--- src/rtl/smbcfg_pkg.sv ---
`timescale 1ns/1ps
package smbcfg_pkg;

    typedef enum logic [1:0] {
        ST_IDLE,
        ST_RECV,
        ST_ACK,
        ST_IGNORE
    } link_state_e;

    typedef enum logic [1:0] {
        PH_ADDR,
        PH_CMD,
        PH_CNT,
        PH_DATA
    } byte_phase_e;

    // bit positions inside configuration register 0
    localparam int CR0_SRC_PINS = 0;
    localparam int CR0_FSEL_LO  = 3;
    localparam int CR0_WIDTH    = 5;
    localparam int CR0_SPREAD   = 6;
    localparam int CR0_NORMAL   = 7;
    // bit position inside configuration register 1
    localparam int CR1_REF      = 5;

    localparam logic [7:0] BLOCK_CMD = 8'h00;

    // address byte (write bit included) selected by the strap pins
    function automatic logic [7:0] strap_to_addr(input logic [2:0] strap);
        logic [7:0] a;
        case (strap)
            3'd0:    a = 8'hDE;
            3'd1:    a = 8'hDC;
            3'd2:    a = 8'hDA;
            3'd3:    a = 8'hD8;
            3'd4:    a = 8'hD6;
            3'd5:    a = 8'hD4;
            3'd6:    a = 8'hD0;
            default: a = 8'hD2;
        endcase
        return a;
    endfunction

    function automatic logic [7:0] reg_default(input int idx);
        return (idx == 0) ? 8'hA1 : 8'hFF;
    endfunction

    function automatic byte_phase_e phase_after(input byte_phase_e ph);
        byte_phase_e n;
        case (ph)
            PH_ADDR: n = PH_CMD;
            PH_CMD:  n = PH_CNT;
            default: n = PH_DATA;
        endcase
        return n;
    endfunction

endpackage

--- src/rtl/smb_pin_sync.sv ---
`timescale 1ns/1ps
module smb_pin_sync #(
    parameter int STAGES = 2,
    parameter int W      = 2
) (
    input  logic         clk,
    input  logic         rst,
    input  logic [W-1:0] din,
    output logic [W-1:0] dout
);
    logic [STAGES-1:0][W-1:0] stg_d, stg_q;

    always_comb begin
        stg_d[0] = din;
        for (int i = 1; i < STAGES; i++) begin
            stg_d[i] = stg_q[i-1];
        end
    end

    always_ff @(posedge clk) begin
        if (rst) begin
            stg_q <= '1;
        end else begin
            stg_q <= stg_d;
        end
    end

    assign dout = stg_q[STAGES-1];
endmodule

--- src/rtl/smb_byte_engine.sv ---
`timescale 1ns/1ps
module smb_byte_engine
    import smbcfg_pkg::*;
#(
    parameter int NUM_REGS = 3,
    localparam int IDX_W   = $clog2(NUM_REGS + 1)
) (
    input  logic             clk,
    input  logic             rst,
    input  logic             scl_s,
    input  logic             sda_s,
    input  logic [2:0]       strap_addr,
    output logic             drive_low,
    output logic             wr_en,
    output logic [IDX_W-1:0] wr_idx,
    output logic [7:0]       wr_data
);
    typedef struct packed {
        link_state_e      st;
        byte_phase_e      ph;
        logic [7:0]       sh;
        logic [3:0]       bits;
        logic             drv;
        logic [IDX_W-1:0] idx;
        logic             wr;
        logic [IDX_W-1:0] widx;
        logic [7:0]       wdata;
        logic             scl_p;
        logic             sda_p;
    } eng_t;

    eng_t q, d;

    logic start_det, stop_det, scl_rise, scl_fall;
    logic [7:0] own_addr;

    assign start_det = scl_s & q.scl_p & q.sda_p & ~sda_s;
    assign stop_det  = scl_s & q.scl_p & ~q.sda_p & sda_s;
    assign scl_rise  = scl_s & ~q.scl_p;
    assign scl_fall  = ~scl_s & q.scl_p;
    assign own_addr  = strap_to_addr(strap_addr);

    always_comb begin
        d       = q;
        d.wr    = 1'b0;
        d.scl_p = scl_s;
        d.sda_p = sda_s;
        if (start_det) begin
            d.st   = ST_RECV;
            d.ph   = PH_ADDR;
            d.bits = '0;
            d.drv  = 1'b0;
            d.idx  = '0;
        end else if (stop_det) begin
            d.st  = ST_IDLE;
            d.drv = 1'b0;
        end else begin
            case (q.st)
                ST_RECV: begin
                    if (scl_rise && q.bits < 4'd8) begin
                        d.sh   = {q.sh[6:0], sda_s};
                        d.bits = q.bits + 4'd1;
                    end
                    if (scl_fall && q.bits == 4'd8) begin
                        case (q.ph)
                            PH_ADDR: begin
                                if (q.sh == own_addr) begin
                                    d.st  = ST_ACK;
                                    d.drv = 1'b1;
                                end else begin
                                    d.st = ST_IGNORE;
                                end
                            end
                            PH_CMD: begin
                                if (q.sh == BLOCK_CMD) begin
                                    d.st  = ST_ACK;
                                    d.drv = 1'b1;
                                end else begin
                                    d.st = ST_IGNORE;
                                end
                            end
                            PH_CNT: begin
                                d.st  = ST_ACK;
                                d.drv = 1'b1;
                            end
                            default: begin
                                d.st  = ST_ACK;
                                d.drv = 1'b1;
                                if (q.idx < IDX_W'(NUM_REGS)) begin
                                    d.wr    = 1'b1;
                                    d.widx  = q.idx;
                                    d.wdata = q.sh;
                                    d.idx   = q.idx + 1'b1;
                                end
                            end
                        endcase
                    end
                end
                ST_ACK: begin
                    if (scl_rise) begin
                        d.bits = 4'd9;
                    end else if (scl_fall && q.bits == 4'd9) begin
                        d.drv  = 1'b0;
                        d.st   = ST_RECV;
                        d.bits = '0;
                        d.ph   = phase_after(q.ph);
                    end
                end
                default: ;
            endcase
        end
    end

    always_ff @(posedge clk) begin
        if (rst) begin
            q       <= '0;
            q.st    <= ST_IDLE;
            q.ph    <= PH_ADDR;
            q.scl_p <= 1'b1;
            q.sda_p <= 1'b1;
        end else begin
            q <= d;
        end
    end

    assign drive_low = q.drv;
    assign wr_en     = q.wr;
    assign wr_idx    = q.widx;
    assign wr_data   = q.wdata;

    p_quiet_when_idle_r2: assert property (@(posedge clk) disable iff (rst)
        (q.st == ST_IDLE || q.st == ST_IGNORE) |-> !q.drv);
    p_ack_on_low_clock_r1: assert property (@(posedge clk) disable iff (rst)
        $rose(q.drv) |-> !scl_s);
    p_start_rearms_r13: assert property (@(posedge clk) disable iff (rst)
        start_det |=> (q.st == ST_RECV && q.ph == PH_ADDR && q.bits == 4'd0));
    p_stop_frees_line_r14: assert property (@(posedge clk) disable iff (rst)
        (stop_det && !start_det) |=> (!q.drv && q.st == ST_IDLE));
    p_write_in_range_r6: assert property (@(posedge clk) disable iff (rst)
        q.wr |-> (q.widx < IDX_W'(NUM_REGS)));
endmodule

--- src/rtl/cfg_bank.sv ---
`timescale 1ns/1ps
module cfg_bank
    import smbcfg_pkg::*;
#(
    parameter int NUM_REGS = 3,
    parameter int NUM_CLKS = 5,
    localparam int IDX_W   = $clog2(NUM_REGS + 1)
) (
    input  logic                clk,
    input  logic                rst,
    input  logic                wr_en,
    input  logic [IDX_W-1:0]    wr_idx,
    input  logic [7:0]          wr_data,
    input  logic [1:0]          hw_freq_sel,
    input  logic                hw_spread_n,
    input  logic                bank_oe,
    output logic [1:0]          freq_sel,
    output logic                spread_on,
    output logic                spread_half,
    output logic                test_mode,
    output logic                ref_en,
    output logic [NUM_CLKS-1:0] clk_en
);
    logic [NUM_REGS-1:0][7:0] regs_d, regs_q;

    always_comb begin
        regs_d = regs_q;
        for (int i = 0; i < NUM_REGS; i++) begin
            if (wr_en && wr_idx == IDX_W'(i)) begin
                regs_d[i] = wr_data;
            end
        end
    end

    always_ff @(posedge clk) begin
        if (rst) begin
            for (int i = 0; i < NUM_REGS; i++) begin
                regs_q[i] <= reg_default(i);
            end
        end else begin
            regs_q <= regs_d;
        end
    end

    logic pins_rule;
    assign pins_rule   = regs_q[0][CR0_SRC_PINS];
    assign freq_sel    = pins_rule ? hw_freq_sel : regs_q[0][CR0_FSEL_LO +: 2];
    assign spread_on   = pins_rule ? ~hw_spread_n : regs_q[0][CR0_SPREAD];
    assign spread_half = regs_q[0][CR0_WIDTH];
    assign test_mode   = ~regs_q[0][CR0_NORMAL];
    assign ref_en      = regs_q[1][CR1_REF];

    for (genvar g = 0; g < NUM_CLKS; g++) begin : g_clk_gate
        assign clk_en[g] = bank_oe & regs_q[2][g];
    end

    p_oe_blocks_bank_r12: assert property (@(posedge clk) disable iff (rst)
        !bank_oe |-> (clk_en == '0));
    p_hold_without_write_r6: assert property (@(posedge clk) disable iff (rst)
        !wr_en |=> $stable(regs_q));
    p_write_lands_r5: assert property (@(posedge clk) disable iff (rst)
        (wr_en && wr_idx < IDX_W'(NUM_REGS)) |=> (regs_q[$past(wr_idx)] == $past(wr_data)));
endmodule

--- src/rtl/smb_cfg_slave.sv ---
`timescale 1ns/1ps
module smb_cfg_slave #(
    parameter int NUM_REGS    = 3,
    parameter int NUM_CLKS    = 5,
    parameter int SYNC_STAGES = 2
) (
    input  logic                clk,
    input  logic                rst,
    input  logic                scl_in,
    input  logic                sda_in,
    output logic                sda_pull,
    input  logic [2:0]          strap_addr,
    input  logic [1:0]          hw_freq_sel,
    input  logic                hw_spread_n,
    input  logic                bank_oe,
    output logic [1:0]          freq_sel,
    output logic                spread_on,
    output logic                spread_half,
    output logic                test_mode,
    output logic                ref_en,
    output logic [NUM_CLKS-1:0] clk_en
);
    localparam int IDX_W = $clog2(NUM_REGS + 1);

    logic             scl_s, sda_s;
    logic             wr_en;
    logic [IDX_W-1:0] wr_idx;
    logic [7:0]       wr_data;

    smb_pin_sync #(.STAGES(SYNC_STAGES), .W(2)) u_sync (
        .clk  (clk),
        .rst  (rst),
        .din  ({scl_in, sda_in}),
        .dout ({scl_s, sda_s})
    );

    smb_byte_engine #(.NUM_REGS(NUM_REGS)) u_engine (
        .clk        (clk),
        .rst        (rst),
        .scl_s      (scl_s),
        .sda_s      (sda_s),
        .strap_addr (strap_addr),
        .drive_low  (sda_pull),
        .wr_en      (wr_en),
        .wr_idx     (wr_idx),
        .wr_data    (wr_data)
    );

    cfg_bank #(.NUM_REGS(NUM_REGS), .NUM_CLKS(NUM_CLKS)) u_bank (
        .clk         (clk),
        .rst         (rst),
        .wr_en       (wr_en),
        .wr_idx      (wr_idx),
        .wr_data     (wr_data),
        .hw_freq_sel (hw_freq_sel),
        .hw_spread_n (hw_spread_n),
        .bank_oe     (bank_oe),
        .freq_sel    (freq_sel),
        .spread_on   (spread_on),
        .spread_half (spread_half),
        .test_mode   (test_mode),
        .ref_en      (ref_en),
        .clk_en      (clk_en)
    );
endmodule

--- config.mk ---
export PLATFORM = sky130hd
export DESIGN_NAME = smb_cfg_slave
export DESIGN_NICKNAME = d
export VERILOG_FILES = /design/src/rtl/smbcfg_pkg.sv /design/src/rtl/smb_pin_sync.sv /design/src/rtl/smb_byte_engine.sv /design/src/rtl/cfg_bank.sv /design/src/rtl/smb_cfg_slave.sv
export SDC_FILE = /design/constraint.sdc
export NUM_CORES = 1
export LEC_CHECK = 0
export CORE_ASPECT_RATIO = 1.1
export CORE_UTILIZATION = 42
export DETAILED_ROUTE_END_ITERATION = 8
export PLACE_DENSITY = 0.66
export SYNTH_ARGS = -nofsm -noshare
export SYNTH_HDL_FRONTEND = slang
export SYNTH_SLANG_ARGS = --single-unit
--- constraint.sdc ---
create_clock -name clk -period 2.5 [get_ports clk]
set_input_delay 0.25 -clock clk [delete_from_list [all_inputs] [get_ports clk]]
set_output_delay 0.25 -clock clk [all_outputs]
set_load 0.1 [all_outputs]
==> Flow_metrics.wiki, run 1 <==
{| class="wikitable"
! Metric !! Value
|-
| Required time worst endpoint || 2680 ps
|-
| Clock insertion delay at the later pin of the skew report || 310 ps
|-
| Post-Route Skew || roughly 8.7 ps
|-
| Peak per-stage delay on the critical path || 400 ps
|-
| Internal power consumption || 1.231 mW
|-
| Crit path DAT || 2110 ps
|-
| Total negative setup slack || 0 ps
|-
| Count of flip-flops with a built-in enable after synthesis || 0
|-
| Area share of the leading cell type in the synthesized netlist || 41.65%
|-
| Synth cell types || 48
|-
| Width of the die || 72.67 um
|-
| Synth Instances || 265
|-
| Pre-antenna DRT Iters || 4
|-
| Clock Tree Root || sky130_fd_sc_hd__clkbuf_8
|-
| Post CTS Setup Buffer Count || 0
|-
| TritonCTS Buffers || 5
|-
| Total of hold buffers inserted after clock tree synthesis || 0
|-
| Slew at the pin closest to its max-slew limit || 732.1 ps
|-
| Height of the die || roughly 80 um
|-
| Cell type with the largest total area after synthesis || sky130_fd_sc_hd__dfxtp_1
|-
| Die outline area || 5794 um2
|-
| Net Count, Synth || 287
|-
| Initial antenna violation count || 0
|-
| Part of the total power dissipated in combinational logic || 10.2%
|-
| Count of final max-slew check failures || 0
|-
| Most used DFF post-synth || sky130_fd_sc_hd__dfxtp_1
|-
| Count of antenna-violating nets left after detailed routing || 0
|-
| Count of pins on the block boundary || 23
|-
| Net Switching || 0.3818 mW
|-
| Fin nets || 308
|-
| Category of the worst setup path capture point || flop
|-
| Max frequency || 517.1 MHz
|-
| Vias in the first global route || 1,691
|-
| Peak fanout along the critical path || 12
|-
| Core occupancy in the finished layout || 52.36%
|-
| Type of origin of the critical path || flop
|-
| Worst-case headroom to the max-slew limit || between 50% and 60%
|-
| Area Growth Syn to Fin || 16.54%
|-
| Area of all sequential standard cells || 960.9 um2
|-
| Synth area leaders || sky130_fd_sc_hd__dfxtp_1, sky130_fd_sc_hd__nand2_1, sky130_fd_sc_hd__ha_1
|-
| Cell with the biggest individual delay on the critical path || sky130_fd_sc_hd__a2111oi_1
|-
| Seq cells post-synth || 48
|-
| Summed instance area of the synthesized netlist || ~2300 um2
|-
| Count of routing violations after the opening detailed-route iteration || 85
|-
| Fraction of the cycle the final worst path needs || 77.36%
|-
| Effective utilization at floorplan || 44.93%
|-
| Average cell area after synthesis || 8.706 um2
|-
| Total power per unit cell area || roughly 600 nW/um2
|-
| Pin count of the biggest net entering global routing || 32
|-
| Switching part of the total power || 23.68%
|-
| H-tree depth reported by CTS || 2
|-
| Number of remaining DRC errors || 0
|-
| Number of input and output port buffers inserted || 22
|-
| Via density || between 5 and 6
|-
| Post-cts repair resize count || 0
|-
| Sink count of the clock tree || 48
|-
| Detailed-placement wirelength estimate || 3.252 mm
|-
| Run status || completed
|-
| Commonest cells in the synthesized netlist || sky130_fd_sc_hd__dfxtp_1, sky130_fd_sc_hd__nand2_1, sky130_fd_sc_hd__a21oi_1
|-
| GRT Residual Overflow || 0
|-
| Worst-case vdd ir drop || between 0.2 and 0.3 mV
|-
| Cell area after layout || 2689 um2
|-
| Async set or reset register ratio after synthesis || 0%
|-
| Total wire length || 4.563 mm
|-
| Post-CTS clock slew at the launch and capture registers of the worst setup and hold paths || 90 ps
|-
| Combined area of the multi-input logic cells || 1246 um2
|-
| Filler Cell Count || approximately 490
|-
| Yosys warning count || 0
|-
| Fraction of final layout cells sized beyond drive strength 1 || 15.33%
|-
| Sequential-to-total area share from yosys stat || 41.65%
|-
| Floorplan row count || 27
|-
| Clock period minus final worst setup slack || 1934 ps
|-
| Hold/Removal Path Class || reg -> reg
|-
| Crit Path Class || reg -> reg
|-
| Share of power burned in registers || 48.2%
|-
| Final setup violation count || 0
|-
| Number of vias after detailed routing || 1,833
|-
| Wire length of the first global-routing pass || just under 8 mm
|-
| Clk pwr share || between 40% and 50%
|-
| Placed instance area || 2551 um2
|-
| CTS tree || built
|-
| Wire length per cell || 12.71 um
|-
| Core Box Area || 5135 um2
|-
| Leakage component of the power || between 0.9 and 1 nW
|-
| Ordered list of cells on the worst path || inv_1 > ha_1 > or2_2 > a2111oi_1 > o22a_1 > a211oi_1
|-
| Hold slack || about 410 ps
|-
| Setup repair after global routing missed its margin || no
|-
| Number of hold violations in the final report || 0
|-
| Placer congestion estimate || 0.7915
|-
| Maximum capacitance violations || 0
|-
| Antenna diode count || 0
|-
| Buffer levels on the longest clock path || 2
|-
| Combined global-route utilization of all metal layers || between 10% and 20%
|}
registers in the layout (all words and copies together) (netlist names):
name	cells
u_bank.regs_q	9
u_sync.stg_d	2
u_engine.wr_data	8
u_bank.spread_half	1
u_engine.wr_en	1
u_engine.drive_low	1
u_bank.pins_rule	1
u_engine.wr_idx	2
u_bank.ref_en	1
u_sync.dout	2
u_engine.q	20
metrics by stage:
stage / power (mW) / std cells / setup WS [ps]
after floorplan: 0.9128 / 265 / 363.2
after global placement: 0.9564 / 351 / 658.1
after detailed placement: 0.9579 / 351 / 600.9
after CTS: 1.632 / 359 / 576.7
after global routing: 1.673 / 359 / 387.7
final: 1.613 / 359 / 566.0
worst max-delay path, delay by kind of cell (launching register included):
kind | cells | cell delay, ps
compound gates | 3 | 660
flops | 1 | 380
fa+ha+maj | 1 | 360
simple gates | 1 | 350
buf+inv | 1 | 60
cell usage in the layout (no fill, tap or decap), types with 2 or more instances in the layout:
cell / instances
sky130_fd_sc_hd__nand2_1: 48
sky130_fd_sc_hd__dfxtp_1: 48
sky130_fd_sc_hd__a21oi_1: 23
sky130_fd_sc_hd__nor2_1: 22
sky130_fd_sc_hd__inv_1: 15
sky130_fd_sc_hd__buf_4: 13
sky130_fd_sc_hd__a211o_1: 11
sky130_fd_sc_hd__ha_1: 11
sky130_fd_sc_hd__clkdlybuf4s50_1: 10
sky130_fd_sc_hd__and2_1: 7
sky130_fd_sc_hd__or2_2: 7
sky130_fd_sc_hd__nor2b_1: 5
sky130_fd_sc_hd__o21ai_0: 5
sky130_fd_sc_hd__clkbuf_8: 5
sky130_fd_sc_hd__mux2i_1: 4
sky130_fd_sc_hd__a21oi_2: 4
sky130_fd_sc_hd__a21o_1: 3
sky130_fd_sc_hd__a311oi_1: 3
sky130_fd_sc_hd__xnor2_1: 3
sky130_fd_sc_hd__xor2_1: 3
sky130_fd_sc_hd__mux2_2: 2
sky130_fd_sc_hd__nand3b_1: 2
sky130_fd_sc_hd__nand3_1: 2
sky130_fd_sc_hd__a22oi_1: 2
sky130_fd_sc_hd__a31oi_1: 2
sky130_fd_sc_hd__a211oi_1: 2
sky130_fd_sc_hd__bufinv_16: 2
final cells by class:
class	count	area share, %
Multi-Input combinational cell	193	46.35
Tap cell	72	3.350
Timing Repair Buffer	23	7.352
Clock buffer	5	2.559
Sequential cell	48	35.74
Inverter	15	2.094
Clock inverter	3	2.559
path summary, 6_finish.rpt:
check,start,to,slack (ps),cells past startpoint
hold / removal,u_sync.stg_d[3]$_SDFF_PP1_,u_sync.dout[1]$_SDFF_PP1_,410,1
setup reg to reg,u_engine.q[30]$_SDFFE_PP0P_,u_engine.q[30]$_SDFFE_PP0P_,570,6
hold reg to reg,u_sync.stg_d[3]$_SDFF_PP1_,u_sync.dout[1]$_SDFF_PP1_,410,1
setup / recovery,u_engine.q[30]$_SDFFE_PP0P_,u_engine.q[30]$_SDFFE_PP0P_,570,6
power groups by stage:
stage,clock network (mW),logic (mW),registers [mW]
finish,0.672,0.164,0.777
global route,0.719,0.175,0.778
CTS,0.691,0.164,0.777
detailed placement,0,0.163,0.795
global placement,0,0.162,0.794
floorplan,0,0.120,0.793
layer usage:
layer  up-vias  global-route usage (%)  part of all wire, %
li1        945                       -                    -
met1       855                   21.53                   46
met2        27                   29.72                   50
met3         6                   3.409                  2.8
met4         0                   6.471                  1.5
met5         -                       0                    0
kinds of logic (layout without fill, tap and decap cells):
logic type / count (synthesis) / in the layout / synth area share (%)
AO/OA/AOI/OAI: 63 / 63 / 19.52
XOR/XNOR: 6 / 6 / 2.278
adder cells (fa/ha/maj): 11 / 11 / 5.965
buffers and inverters: 24 / 46 / 4.338
flip-flops: 48 / 48 / 41.65
multiplexers: 6 / 6 / 2.711
AND/OR/NAND/NOR: 107 / 107 / 23.54
Power figures use the tool's default switching activity.
==> run 2: changes to the inputs <==
==> constraint.sdc (replaced) <==
create_clock -name clk -period 1.9 [get_ports clk]
set_input_delay 0.19 -clock clk [delete_from_list [all_inputs] [get_ports clk]]
set_output_delay 0.19 -clock clk [all_outputs]
set_load 0.1 [all_outputs]
==> Flow_metrics.wiki, run 2 (synthesis gave the netlist of run 1 again) <==
{| class="wikitable"
! Metric !! Value
|-
| Run status || completed (unchanged)
|-
| Count of routing violations after the opening detailed-route iteration || 141 (was 85)
|-
| Non-filler cells, final || 365 (was 359)
|-
| Height of the die || 79.74 um (unchanged)
|-
| Fraction of the cycle the final worst path needs || 92.11% (was 77.36%)
|-
| Number of remaining DRC errors || 0 (unchanged)
|-
| Total of hold buffers inserted after clock tree synthesis || 0 (unchanged)
|-
| Total wire length || 4.523 mm (was 4.563 mm)
|-
| Cell area after layout || 2798 um2 (was 2689 um2)
|-
| Total negative setup slack || 0 ps (unchanged)
|-
| Type of origin of the critical path || flop (unchanged)
|-
| Area Growth Syn to Fin || 21.26% (was 16.54%)
|-
| TritonCTS Buffers || 5 (unchanged)
|-
| Worst-case vdd ir drop || 0.3358 mV (was 0.2911 mV)
|-
| Fin nets || 314 (was 308)
|-
| Crit path DAT || 1940 ps (was 2110 ps)
|-
| Slew at the pin closest to its max-slew limit || 423.6 ps (was 732.1 ps)
|-
| Final setup violation count || 0 (unchanged)
|-
| Hold slack || 418.9 ps (was 413.5 ps)
|-
| Combined global-route utilization of all metal layers || 17.42% (about the same)
|-
| Wire length per cell || 12.39 um (was 12.71 um)
|-
| Antenna diode count || 0 (unchanged)
|-
| Post-CTS clock slew at the launch and capture registers of the worst setup and hold paths || 90 ps (about the same)
|-
| Category of the worst setup path capture point || flop (unchanged)
|-
| Core Box Area || 5135 um2 (unchanged)
|-
| Count of antenna-violating nets left after detailed routing || 0 (unchanged)
|-
| Detailed-placement wirelength estimate || 3.385 mm (was 3.252 mm)
|-
| Maximum capacitance violations || 0 (unchanged)
|-
| Overall power after layout || 1.907 mW (was 1.613 mW)
|-
| Total power per unit cell area || 681.5 nW/um2 (was 599.7 nW/um2)
|-
| Width of the die || 72.67 um (unchanged)
|-
| Filler Cell Count || 497 (was 492)
|-
| CTS tree || built (unchanged)
|-
| Post-cts repair resize count || 0 (unchanged)
|-
| Startpoint of the most critical register-to-register path || u_engine.q[31]$_SDFFE_PP0P_ (was u_engine.q[30]$_SDFFE_PP0P_)
|-
| Max frequency || 571.4 MHz (was 517.1 MHz)
|-
| Peak fanout along the critical path || 8 (was 12)
|-
| Worst-case headroom to the max-slew limit || 71.63% (was 50.98%)
|-
| Placer congestion estimate || 0.8197 (was 0.7915)
|-
| Worst setup path startpoint || u_engine.q[31]$_SDFFE_PP0P_ (was u_engine.q[30]$_SDFFE_PP0P_)
|-
| Post CTS Setup Buffer Count || 0 (unchanged)
|-
| Combined area of the multi-input logic cells || 1250 um2 (was 1246 um2)
|-
| H-tree depth reported by CTS || 2 (unchanged)
|-
| Cell count after placement || 357 (was 351)
|-
| Reg2Reg Setup Slack || 150 ps (was 570 ps)
|-
| Clock Tree Root || sky130_fd_sc_hd__clkbuf_8 (unchanged)
|-
| Crit Path Class || reg -> reg (unchanged)
|-
| Number of flip-flops under the largest register name || 20 (unchanged)
|-
| Buffer levels on the longest clock path || 2 (unchanged)
|-
| Hold/Removal Path Class || reg -> reg (unchanged)
|-
| Vias in the first global route || 1,695 (was 1,691)
|-
| Required time worst endpoint || 2090 ps (was 2680 ps)
|-
| Placed instance area || 2700 um2 (was 2551 um2)
|-
| Worst setup path endpoint || u_engine.q[30]$_SDFFE_PP0P_ (unchanged)
|-
| Via density || 5.110 (was 5.106)
|-
| Largest Register || u_engine.q (unchanged)
|-
| Depth of the worst register-to-register path || 6 (unchanged)
|-
| Fraction of final layout cells sized beyond drive strength 1 || 17.41% (was 15.33%)
|-
| Count of pins on the block boundary || 23 (unchanged)
|-
| Critical register-to-register path endpoint || u_engine.q[30]$_SDFFE_PP0P_ (unchanged)
|-
| Pin count of the biggest net entering global routing || 18 (was 32)
|-
| Post-Route Skew || 8.426 ps (was 8.682 ps)
|-
| Clock insertion delay at the later pin of the skew report || 310 ps (about the same)
|-
| Clock period minus final worst setup slack || 1750 ps (was 1934 ps)
|-
| Leakage component of the power || 1.029 nW (was 0.9870 nW)
|-
| Effective utilization at floorplan || 44.93% (unchanged)
|-
| Number of input and output port buffers inserted || 22 (unchanged)
|-
| Initial antenna violation count || 0 (unchanged)
|-
| Sink count of the clock tree || 48 (unchanged)
|-
| GRT Residual Overflow || 0 (unchanged)
|-
| Count of final max-slew check failures || 0 (unchanged)
|-
| Floorplan row count || 27 (unchanged)
|-
| Die outline area || 5794 um2 (unchanged)
|-
| Area of all sequential standard cells || 960.9 um2 (unchanged)
|-
| Setup repair after global routing missed its margin || no (unchanged)
|-
| Number of vias after detailed routing || 1,865 (was 1,833)
|-
| Number of hold violations in the final report || 0 (unchanged)
|-
| Wire length of the first global-routing pass || 7.728 mm (was 7.783 mm)
|-
| Pre-antenna DRT Iters || 4 (unchanged)
|-
| Most frequent cells in the layout || sky130_fd_sc_hd__nand2_1, sky130_fd_sc_hd__dfxtp_1, sky130_fd_sc_hd__nor2_1, sky130_fd_sc_hd__a21oi_1, sky130_fd_sc_hd__inv_1 (was sky130_fd_sc_hd__nand2_1, sky130_fd_sc_hd__dfxtp_1, sky130_fd_sc_hd__a21oi_1, sky130_fd_sc_hd__nor2_1, sky130_fd_sc_hd__inv_1)
|}
## run 2: changes by cell type in the layout (fill, tap and decap cells not counted), sizes merged
cell	before	now
buf	13	19
bufinv	2	0
clkbuf	5	6
clkinvlp	0	2
inv	16	15
## run 2: power breakdown
group          leakage (nW)  total (mW)  internal (mW)  switching, mW
registers             0.388        1.02           1.01        0.00820
logic                 0.598       0.249          0.104          0.145
clock network        0.0434       0.636          0.295          0.341
## run 2: worst min path at each step
stage / start / end / cells after the start
final: u_sync.stg_d[3]$_SDFF_PP1_ / u_sync.dout[1]$_SDFF_PP1_ / 1
after global routing: sda_in / u_sync.stg_d[2]$_SDFF_PP1_ / 2
after CTS: u_sync.stg_d[2]$_SDFF_PP1_ / u_sync.dout[0]$_SDFF_PP1_ / 1
after detailed placement: u_sync.stg_d[2]$_SDFF_PP1_ / u_sync.dout[0]$_SDFF_PP1_ / 1
after global placement: u_sync.stg_d[3]$_SDFF_PP1_ / u_sync.dout[1]$_SDFF_PP1_ / 1
after floorplan: sda_in / u_sync.stg_d[2]$_SDFF_PP1_ / 1
## run 2: metal layers
| metal | vias up | routed length [um] | global-route usage, % |
|---|---|---|---|
| li1 | 958 | - | - |
| met1 | 857 | 2051 | 21.67 |
| met2 | 45 | 2202 | 28.97 |
| met3 | 5 | 202 | 4.167 |
| met4 | 0 | 66 | 6.471 |
| met5 | - | 0 | 0 |
## run 2: per-stage QoR
step	utilization (%)	setup WS, ps
2_1_floorplan	-	260.4
3_3_place_gp	52.58	214.8
3_5_place_dp	52.58	151.6
4_1_cts	54.48	147.3
5_1_grt	54.48	31.88
6_report	54.48	150.0
## run 2: area by class of cell
| cell class | count | area share [%] |
|---|---|---|
| Inverter | 15 | 2.013 |
| Sequential cell | 48 | 34.35 |
| Timing Repair Buffer | 29 | 12.25 |
| Multi-Input combinational cell | 193 | 44.68 |
| Clock buffer | 6 | 2.952 |
| Tap cell | 72 | 3.220 |
| Clock inverter | 2 | 0.5367 |
## run 2: critical path, cell delays in order (launching register included)
cell and delay (ps):
sky130_fd_sc_hd__dfxtp_1 380, sky130_fd_sc_hd__inv_1 50, sky130_fd_sc_hd__ha_1 260, sky130_fd_sc_hd__or2_2 300, sky130_fd_sc_hd__a2111oi_1 380, sky130_fd_sc_hd__o22a_1 200, sky130_fd_sc_hd__a211oi_1 60
